[src/rtl/ring_pkg.sv]
package ring_pkg;
  localparam int RING_LANES = 2;

  typedef enum logic {
    RING_CW  = 1'b0,
    RING_CCW = 1'b1
  } ring_dir_e;
endpackage

[src/rtl/ring_rst_sync.sv]
module ring_rst_sync (
  input  logic clk,
  input  logic arst_n,
  output logic srst_n
);
  logic [1:0] sync_q;

  always_ff @(posedge clk or negedge arst_n) begin
    if (!arst_n) sync_q <= 2'b00;
    else         sync_q <= {sync_q[0], 1'b1};
  end

  assign srst_n = sync_q[1];
endmodule

[src/rtl/ring_route.sv]
module ring_route
  import ring_pkg::*;
#(
  parameter int N_STATIONS = 14,
  parameter int DST_W      = 4,
  parameter int MY_ID      = 0
) (
  input  logic             clk,
  input  logic             rst_n,
  input  logic             req_v,
  input  logic [DST_W-1:0] req_dst,
  input  logic             cw_busy,
  input  logic             ccw_busy,
  input  logic             cw_hit,
  output logic             req_rdy,
  output logic             put_cw,
  output logic             put_ccw,
  output logic             put_local
);
  localparam logic [DST_W:0] N_L    = (DST_W+1)'(N_STATIONS);
  localparam logic [DST_W:0] MY_L   = (DST_W+1)'(MY_ID);
  localparam logic [DST_W:0] HALF_L = (DST_W+1)'(N_STATIONS / 2);

  logic           dst_ok;
  logic           is_local;
  logic [DST_W:0] sum_raw;
  logic [DST_W:0] cw_dist;
  ring_dir_e      dir;

  always_comb begin
    dst_ok   = ({1'b0, req_dst} < N_L);
    is_local = dst_ok && ({1'b0, req_dst} == MY_L);
    sum_raw  = {1'b0, req_dst} + (N_L - MY_L);
    cw_dist  = (sum_raw >= N_L) ? (sum_raw - N_L) : sum_raw;
    dir      = (cw_dist <= HALF_L) ? RING_CW : RING_CCW;

    if (!dst_ok)              req_rdy = 1'b0;
    else if (is_local)        req_rdy = !cw_hit;
    else if (dir == RING_CW)  req_rdy = !cw_busy;
    else                      req_rdy = !ccw_busy;

    put_local = req_v && req_rdy && is_local;
    put_cw    = req_v && req_rdy && !is_local && (dir == RING_CW);
    put_ccw   = req_v && req_rdy && !is_local && (dir == RING_CCW);
  end

  // a packet goes to at most one place
  p_one_target_r2: assert property (@(posedge clk) disable iff (!rst_n)
    $onehot0({put_cw, put_ccw, put_local}));

  // nothing leaves with an out-of-range destination
  p_bad_dest_r9: assert property (@(posedge clk) disable iff (!rst_n)
    (put_cw || put_ccw || put_local) |-> ({1'b0, req_dst} < N_L));
endmodule

[src/rtl/ring_lane_stage.sv]
module ring_lane_stage #(
  parameter int DST_W  = 4,
  parameter int DATA_W = 16,
  parameter int MY_ID  = 0
) (
  input  logic              clk,
  input  logic              rst_n,
  input  logic              up_v,
  input  logic [DST_W-1:0]  up_dst,
  input  logic [DATA_W-1:0] up_pl,
  input  logic              inj_v,
  input  logic [DST_W-1:0]  inj_dst,
  input  logic [DATA_W-1:0] inj_pl,
  input  logic              loc_v,
  input  logic [DATA_W-1:0] loc_pl,
  output logic              out_v,
  output logic [DST_W-1:0]  out_dst,
  output logic [DATA_W-1:0] out_pl,
  output logic              busy,
  output logic              hit,
  output logic              ej_v,
  output logic [DATA_W-1:0] ej_pl
);
  logic              slot_v;
  logic [DST_W-1:0]  slot_dst;
  logic [DATA_W-1:0] slot_pl;
  logic              at_home;
  logic              passing;
  logic              ej_v_d;
  logic [DATA_W-1:0] ej_pl_d;

  always_comb begin
    at_home = slot_v && (slot_dst == DST_W'(MY_ID));
    passing = slot_v && !at_home;
    out_v   = passing || inj_v;
    out_dst = passing ? slot_dst : inj_dst;
    out_pl  = passing ? slot_pl  : inj_pl;
    ej_v_d  = at_home || loc_v;
    ej_pl_d = at_home ? slot_pl : loc_pl;
  end

  assign busy = passing;
  assign hit  = at_home;

  always_ff @(posedge clk or negedge rst_n) begin
    if (!rst_n) begin
      slot_v <= 1'b0;
      ej_v   <= 1'b0;
    end else begin
      slot_v <= up_v;
      ej_v   <= ej_v_d;
    end
  end

  always_ff @(posedge clk) begin
    if (up_v) begin
      slot_dst <= up_dst;
      slot_pl  <= up_pl;
    end
    if (ej_v_d) ej_pl <= ej_pl_d;
  end

  // an injection never displaces a packet in transit
  p_transit_first_r6: assert property (@(posedge clk) disable iff (!rst_n)
    inj_v |-> !passing);

  // a local delivery never coincides with a ring delivery on this lane
  p_home_exclusive_r7: assert property (@(posedge clk) disable iff (!rst_n)
    !(loc_v && at_home));

  // an arrival is presented on the eject port on the next cycle
  p_hit_ejects_r3: assert property (@(posedge clk) disable iff (!rst_n)
    at_home |=> (ej_v && ej_pl == $past(slot_pl)));
endmodule

[src/rtl/ring_noc.sv]
module ring_noc #(
  parameter  int N_STATIONS = 14,
  parameter  int DATA_W     = 16,
  localparam int DST_W      = (N_STATIONS > 1) ? $clog2(N_STATIONS) : 1
) (
  input  logic                         clk,
  input  logic                         rst_n,
  input  logic [N_STATIONS-1:0]        inj_valid,
  output logic [N_STATIONS-1:0]        inj_ready,
  input  logic [N_STATIONS*DST_W-1:0]  inj_dest,
  input  logic [N_STATIONS*DATA_W-1:0] inj_data,
  output logic [N_STATIONS-1:0]        ej_cw_valid,
  output logic [N_STATIONS*DATA_W-1:0] ej_cw_data,
  output logic [N_STATIONS-1:0]        ej_ccw_valid,
  output logic [N_STATIONS*DATA_W-1:0] ej_ccw_data
);
  logic srst_n;

  ring_rst_sync u_rst (
    .clk    (clk),
    .arst_n (rst_n),
    .srst_n (srst_n)
  );

  logic              cw_out_v   [N_STATIONS];
  logic [DST_W-1:0]  cw_out_dst [N_STATIONS];
  logic [DATA_W-1:0] cw_out_pl  [N_STATIONS];
  logic              ccw_out_v  [N_STATIONS];
  logic [DST_W-1:0]  ccw_out_dst[N_STATIONS];
  logic [DATA_W-1:0] ccw_out_pl [N_STATIONS];
  logic [N_STATIONS-1:0] cw_busy, ccw_busy, cw_hit, ccw_hit;
  logic [N_STATIONS-1:0] put_cw, put_ccw, put_loc;

  for (genvar s = 0; s < N_STATIONS; s++) begin : g_st
    localparam int UP_CW  = (s + N_STATIONS - 1) % N_STATIONS;
    localparam int UP_CCW = (s + 1) % N_STATIONS;

    ring_route #(
      .N_STATIONS (N_STATIONS),
      .DST_W      (DST_W),
      .MY_ID      (s)
    ) u_route (
      .clk       (clk),
      .rst_n     (srst_n),
      .req_v     (inj_valid[s]),
      .req_dst   (inj_dest[s*DST_W +: DST_W]),
      .cw_busy   (cw_busy[s]),
      .ccw_busy  (ccw_busy[s]),
      .cw_hit    (cw_hit[s]),
      .req_rdy   (inj_ready[s]),
      .put_cw    (put_cw[s]),
      .put_ccw   (put_ccw[s]),
      .put_local (put_loc[s])
    );

    ring_lane_stage #(
      .DST_W  (DST_W),
      .DATA_W (DATA_W),
      .MY_ID  (s)
    ) u_cw (
      .clk     (clk),
      .rst_n   (srst_n),
      .up_v    (cw_out_v[UP_CW]),
      .up_dst  (cw_out_dst[UP_CW]),
      .up_pl   (cw_out_pl[UP_CW]),
      .inj_v   (put_cw[s]),
      .inj_dst (inj_dest[s*DST_W +: DST_W]),
      .inj_pl  (inj_data[s*DATA_W +: DATA_W]),
      .loc_v   (put_loc[s]),
      .loc_pl  (inj_data[s*DATA_W +: DATA_W]),
      .out_v   (cw_out_v[s]),
      .out_dst (cw_out_dst[s]),
      .out_pl  (cw_out_pl[s]),
      .busy    (cw_busy[s]),
      .hit     (cw_hit[s]),
      .ej_v    (ej_cw_valid[s]),
      .ej_pl   (ej_cw_data[s*DATA_W +: DATA_W])
    );

    ring_lane_stage #(
      .DST_W  (DST_W),
      .DATA_W (DATA_W),
      .MY_ID  (s)
    ) u_ccw (
      .clk     (clk),
      .rst_n   (srst_n),
      .up_v    (ccw_out_v[UP_CCW]),
      .up_dst  (ccw_out_dst[UP_CCW]),
      .up_pl   (ccw_out_pl[UP_CCW]),
      .inj_v   (put_ccw[s]),
      .inj_dst (inj_dest[s*DST_W +: DST_W]),
      .inj_pl  (inj_data[s*DATA_W +: DATA_W]),
      .loc_v   (1'b0),
      .loc_pl  ({DATA_W{1'b0}}),
      .out_v   (ccw_out_v[s]),
      .out_dst (ccw_out_dst[s]),
      .out_pl  (ccw_out_pl[s]),
      .busy    (ccw_busy[s]),
      .hit     (ccw_hit[s]),
      .ej_v    (ej_ccw_valid[s]),
      .ej_pl   (ej_ccw_data[s*DATA_W +: DATA_W])
    );

    // a counter-clockwise arrival is delivered regardless of clockwise traffic
    p_ccw_delivers_r10: assert property (@(posedge clk) disable iff (!srst_n)
      ccw_hit[s] |=> ej_ccw_valid[s]);
  end
endmodule

[config.mk]
export PLATFORM = sky130hd
export DESIGN_NAME = ring_noc
export DESIGN_NICKNAME = d
export VERILOG_FILES = /design/src/rtl/ring_pkg.sv /design/src/rtl/ring_rst_sync.sv /design/src/rtl/ring_route.sv /design/src/rtl/ring_lane_stage.sv /design/src/rtl/ring_noc.sv
export SDC_FILE = /design/constraint.sdc
export NUM_CORES = 1
export LEC_CHECK = 0
export CORE_MARGIN = 2
export CORE_UTILIZATION = 38
export CTS_BUF_LIST = sky130_fd_sc_hd__clkbuf_8
export CTS_CLUSTER_SIZE = 40
export DETAILED_ROUTE_END_ITERATION = 8
export DONT_BUFFER_PORTS = 1
export GPL_ROUTABILITY_DRIVEN = 1
export SKIP_CTS_REPAIR_TIMING = 1
export SYNTH_ARGS = -nofsm -noshare
export SYNTH_HDL_FRONTEND = slang
export SYNTH_SLANG_ARGS = --single-unit
export TNS_END_PERCENT = 5
[constraint.sdc]
create_clock -name clk -period 5.4 [get_ports clk]
set_input_delay 1.35 -clock clk [delete_from_list [all_inputs] [get_ports clk]]
set_output_delay 1.35 -clock clk [all_outputs]
set_load 0.02 [all_outputs]
==> results.txt <==
* Clock network fraction of total power: 0.225
- The share of total power dissipated in combinational logic is 0.241.
* Cell area after layout: 49600 µm²
- The worst setup path is launched from an input port.
* Final wirelength: 149000 µm
- IR analysis of the VDD net gives a maximum drop of 0.000276 V.
* Worst-path maximum fanout: 4
* CP Buf/Inv Count: 2
- Number of endpoints with negative hold slack in the final report: 0
- After detailed routing, no signal wire sits above met5.
- Summed over all nets, wire length on met3 after detailed routing comes to 15000 µm.
* Setup TNS: 0 ns
* Crit end category: output pin
* Largest cells by area after synthesis: sky130_fd_sc_hd__edfxtp_1, sky130_fd_sc_hd__mux2_2, sky130_fd_sc_hd__dfrtp_1, sky130_fd_sc_hd__nand2_1, sky130_fd_sc_hd__ha_1
* Number of max-cap violations: 0
- Violation count after the first detailed-routing iteration: 2521
* Placed wire-length estimate after detailed placement: 111000 µm
* Switch Pwr: 10.9 mW
* Layout overhead on the synthesized area: 11.7%
* Clock tree buffer depth: 3
* Slew at the pin closest to its max-slew limit: 1.30 ns
* Net switching fraction of the power: 0.354
* Total standard cell area after synthesis: 44400 µm²
- Of the cells placed in the final design, the portion with a size suffix greater than 1 is 0.312.
- After detailed routing, the average wire length per cell comes to 33.2 µm.
- Met2 wire length: 70700 µm
- Global routing finished with a remaining overflow of 0.
* Data arrival time at the worst-slack endpoint: 3.59 ns
- For this run, the post-layout net count is 3160.
* Via/cell ratio: approximately 5.6
- The later pin in the worst-skew pair is clocked with a latency of 0.91 ns.
* CTS Root Cell: sky130_fd_sc_hd__clkbuf_8
- Setup repair after global routing left no endpoint under its margin.
- CP max stage cell: sky130_fd_sc_hd__o311ai_0
- Register clock-pin slew on the reported worst setup and hold paths: roughly 0.06 ns
- TritonCTS created 172 clock buffers.
- Number of optimization iterations in the first detailed-route pass: 7
* Vias after detailed routing: approximately 25000
- Dividing the final minimum period by the clock period gives 0.915.
- The synthesized design contains 1008 enable-type register cells.
- Net count of the mapped netlist: 3066
* Slew margin rel.: 0.136
- Fill cells in the final layout number 10300.
- Entering global routing, the biggest net connects 31 pins.
* Post-DRT Antenna Nets: 0
* Multi-input gate area in the final layout: around 12000 µm²
- For this configuration, the core starts out at a cell density of 0.382.
- The initial antenna violation count was 6.
- Summed over all instances, the cell type with the most area after synthesis is sky130_fd_sc_hd__edfxtp_1.
- TritonCTS built the clock tree.
* Async set-or-reset flop fraction in the synthesized netlist: 0.0544
- Dominant register cell in the synthesized netlist: sky130_fd_sc_hd__edfxtp_1
- In this run the cell area measured after placement is 46100 µm².
- Critical path class: input port to output pin
- IO Count: 786
- Die X-Extent: 346 µm
- Summed over all cells, the static leakage comes to 17.9 nW.
* Shortest period the worst path allows: between 4 and 5 ns
- Traced cell by cell, the critical path runs through inv_1, ha_1, inv_1, fa_1, o21ai_0, o311ai_0, mux2_2, a22o_1.
- Power density of the placed cells: ~620 nW/µm²
* Delay of the slowest cell on the worst path: between 0.5 and 0.6 ns
- The min-delay analysis places its worst path in the category input port to async pin.
* Fmax: 202 MHz
- Synthesized instance count: 2728
- Run status: finished, final reports clean
- Of the synthesized area, sequential elements account for 0.715.
- Number of warnings issued by yosys: 0
* Num Clock Sinks: 1066
* Core area: 116000 µm²
- The cell family contributing the most delay on the critical path is compound AO/OA/AOI/OAI gates.
- Final setup viols: 0
- Area fraction of the dominant cell type after synthesis: 0.682
- Share of power burned in registers: 0.534
* Register Area: 31700 µm²
- Total power draw: 30.8 mW
- Die area: 120000 µm²
- The internal portion of the total power is 19.9 mW.
* Worst clock skew: 0.0577 ns
- The H-tree was split into 4 levels.
- Measured along the y axis, the die boundary spans 346 µm.
* Count of standard-cell rows: around 130
- Post-Syn Area per Cell: about 16 µm²
- First-pass GRT wire length: 205000 µm
- CP most frequent cell: sky130_fd_sc_hd__inv_1
- The detailed router put a total of around 57000 µm of wire on met1.
* Max-slew violation count: 0
- Number of storage elements in the synthesis netlist: around 1100
- STA puts the critical path data required time at slightly above 4 ns.
- Number of buffer cells added on primary ports: 0
- The synthesized netlist contains 70 unique library cells.
* Via count of the first global-routing pass: around 25000
- In the routed design, unresolved DRC markers number 0.
* Final weighted congestion of routability-driven global placement: 0.994
* GRT Total Usage: 0.244
==> power by group through the flow <==
| stage | registers, mW | logic [mW] | clock network, mW |
|---|---|---|---|
| finish | 16.4 | 7.42 | 6.93 |
| global route | 16.6 | 7.90 | 7.46 |
| CTS | 16.4 | 7.41 | 7.10 |
| detailed placement | 16.5 | 7.29 | 0 |
| global placement | 16.5 | 7.26 | 0 |
| floorplan | 14.9 | 5.09 | 0 |
==> worst register-to-register path, stage by stage, from the launching register on <==
cell and delay [ns]:
sky130_fd_sc_hd__edfxtp_1 0.46, sky130_fd_sc_hd__nor4bb_1 0.36, sky130_fd_sc_hd__nand2_1 0.56, sky130_fd_sc_hd__nand2_1 0.90
==> stage by stage <==
stage | utilization | cells | setup slack, ns | hold WS (ns)
after floorplan | - | 2728 | 0.678 | 0.331
after global placement | 0.397 | 4171 | 0.577 | 0.346
after detailed placement | 0.397 | 4171 | 0.500 | 0.341
after CTS | 0.427 | 4485 | 0.494 | 0.00432
after global routing | 0.427 | 4490 | 0.369 | 0.0466
final | 0.427 | 4491 | 0.458 | 0.142
==> kinds of logic (layout without fill, tap and decap cells) <==
logic type | count (synthesis) | after routing | share of synthesized area
DFF | 1066 | 1066 | 0.715
muxes | 604 | 604 | 0.153
and+or+nand+nor | 587 | 587 | 0.0627
AOI/OAI and AO/OA | 219 | 219 | 0.0335
buffers and inverters | 202 | 436 | 0.0222
adders and majority gates | 42 | 42 | 0.0120
xor gates and xnor gates | 7 | 7 | 0.00138
other | 1 | 6 | 0.0000845
==> area by class of cell <==
| cell class | instances | share of cell area |
|---|---|---|
| Antenna cell | 5 | 0.000253 |
| Clock buffer | 191 | 0.0531 |
| Clock inverter | 123 | 0.0153 |
| Inverter | 69 | 0.00523 |
| Multi-Input combinational cell | 1460 | 0.239 |
| Sequential cell | 1066 | 0.640 |
| Tap cell | 1524 | 0.0385 |
| Timing Repair Buffer | 53 | 0.00838 |
==> registers in the layout (all words and copies together), names as in the netlist, 56 cells and up <==
name and cells:
g_st.u_ccw.ej_pl 224, g_st.u_ccw.slot_dst 56, g_st.u_ccw.slot_pl 224, g_st.u_cw.ej_pl 224, g_st.u_cw.slot_dst 56, g_st.u_cw.slot_pl 224
==> final timing paths <==
check	depth (start not counted)	startpoint	end	slack (ns)
worst max-delay path	8	inj_dest[42]	inj_ready[10]	0.46
worst min-delay path	0	rst_n	u_rst.sync_q[0]	0.14
worst max register to register	3	g_st[6].u_cw.slot_dst[0]	g_st[6].u_cw.ej_pl[13]	2.70
worst min register to register	0	u_rst.sync_q[1]	g_st[5].u_cw.ej_v	0.35
max in group asynchronous	1	u_rst.sync_q[1]	g_st[6].u_cw.ej_v	3.77
min in group clk	0	u_rst.sync_q[0]	u_rst.sync_q[1]	0.37
==> cell usage after synthesis, types with 8 or more instances <==
cell,count
sky130_fd_sc_hd__nor4b_1,12
sky130_fd_sc_hd__and2_1,12
sky130_fd_sc_hd__nor2b_1,47
sky130_fd_sc_hd__ha_1,41
sky130_fd_sc_hd__edfxtp_1,1008
sky130_fd_sc_hd__a21oi_1,55
sky130_fd_sc_hd__nor2_1,24
sky130_fd_sc_hd__buf_4,42
sky130_fd_sc_hd__buf_2,37
sky130_fd_sc_hd__nor4bb_1,9
sky130_fd_sc_hd__o21ai_0,59
sky130_fd_sc_hd__nand3_1,28
sky130_fd_sc_hd__a2bb2oi_1,8
sky130_fd_sc_hd__nand2_1,364
sky130_fd_sc_hd__inv_1,69
sky130_fd_sc_hd__nor3_1,11
sky130_fd_sc_hd__nand2b_1,32
sky130_fd_sc_hd__nand4_1,10
sky130_fd_sc_hd__mux2_2,600
sky130_fd_sc_hd__clkbuf_1,39
sky130_fd_sc_hd__dfrtp_1,58
sky130_fd_sc_hd__a22o_1,45
sky130_fd_sc_hd__buf_1,12
==> layer usage <==
layer | up-vias | GRT usage
li1 | 10500 | -
met1 | 12900 | 0.294
met5 | - | 0
met2 | 1457 | 0.394
met4 | 2 | 0.106
met3 | 252 | 0.0892
==> cells in the final DEF, fill, tap and decap left out, types with 32 or more instances in the layout <==
cell,netlist,final
sky130_fd_sc_hd__a21oi_1,55,55
sky130_fd_sc_hd__inv_1,69,136
sky130_fd_sc_hd__clkbuf_8,0,191
sky130_fd_sc_hd__mux2_2,600,600
sky130_fd_sc_hd__ha_1,41,41
sky130_fd_sc_hd__a22o_1,45,45
sky130_fd_sc_hd__edfxtp_1,1008,1008
sky130_fd_sc_hd__nand2b_1,32,32
sky130_fd_sc_hd__dfrtp_1,58,57
sky130_fd_sc_hd__nand2_1,364,364
sky130_fd_sc_hd__nor2b_1,47,46
sky130_fd_sc_hd__buf_4,42,51
Note: power is estimated with default switching activity, not from simulation.
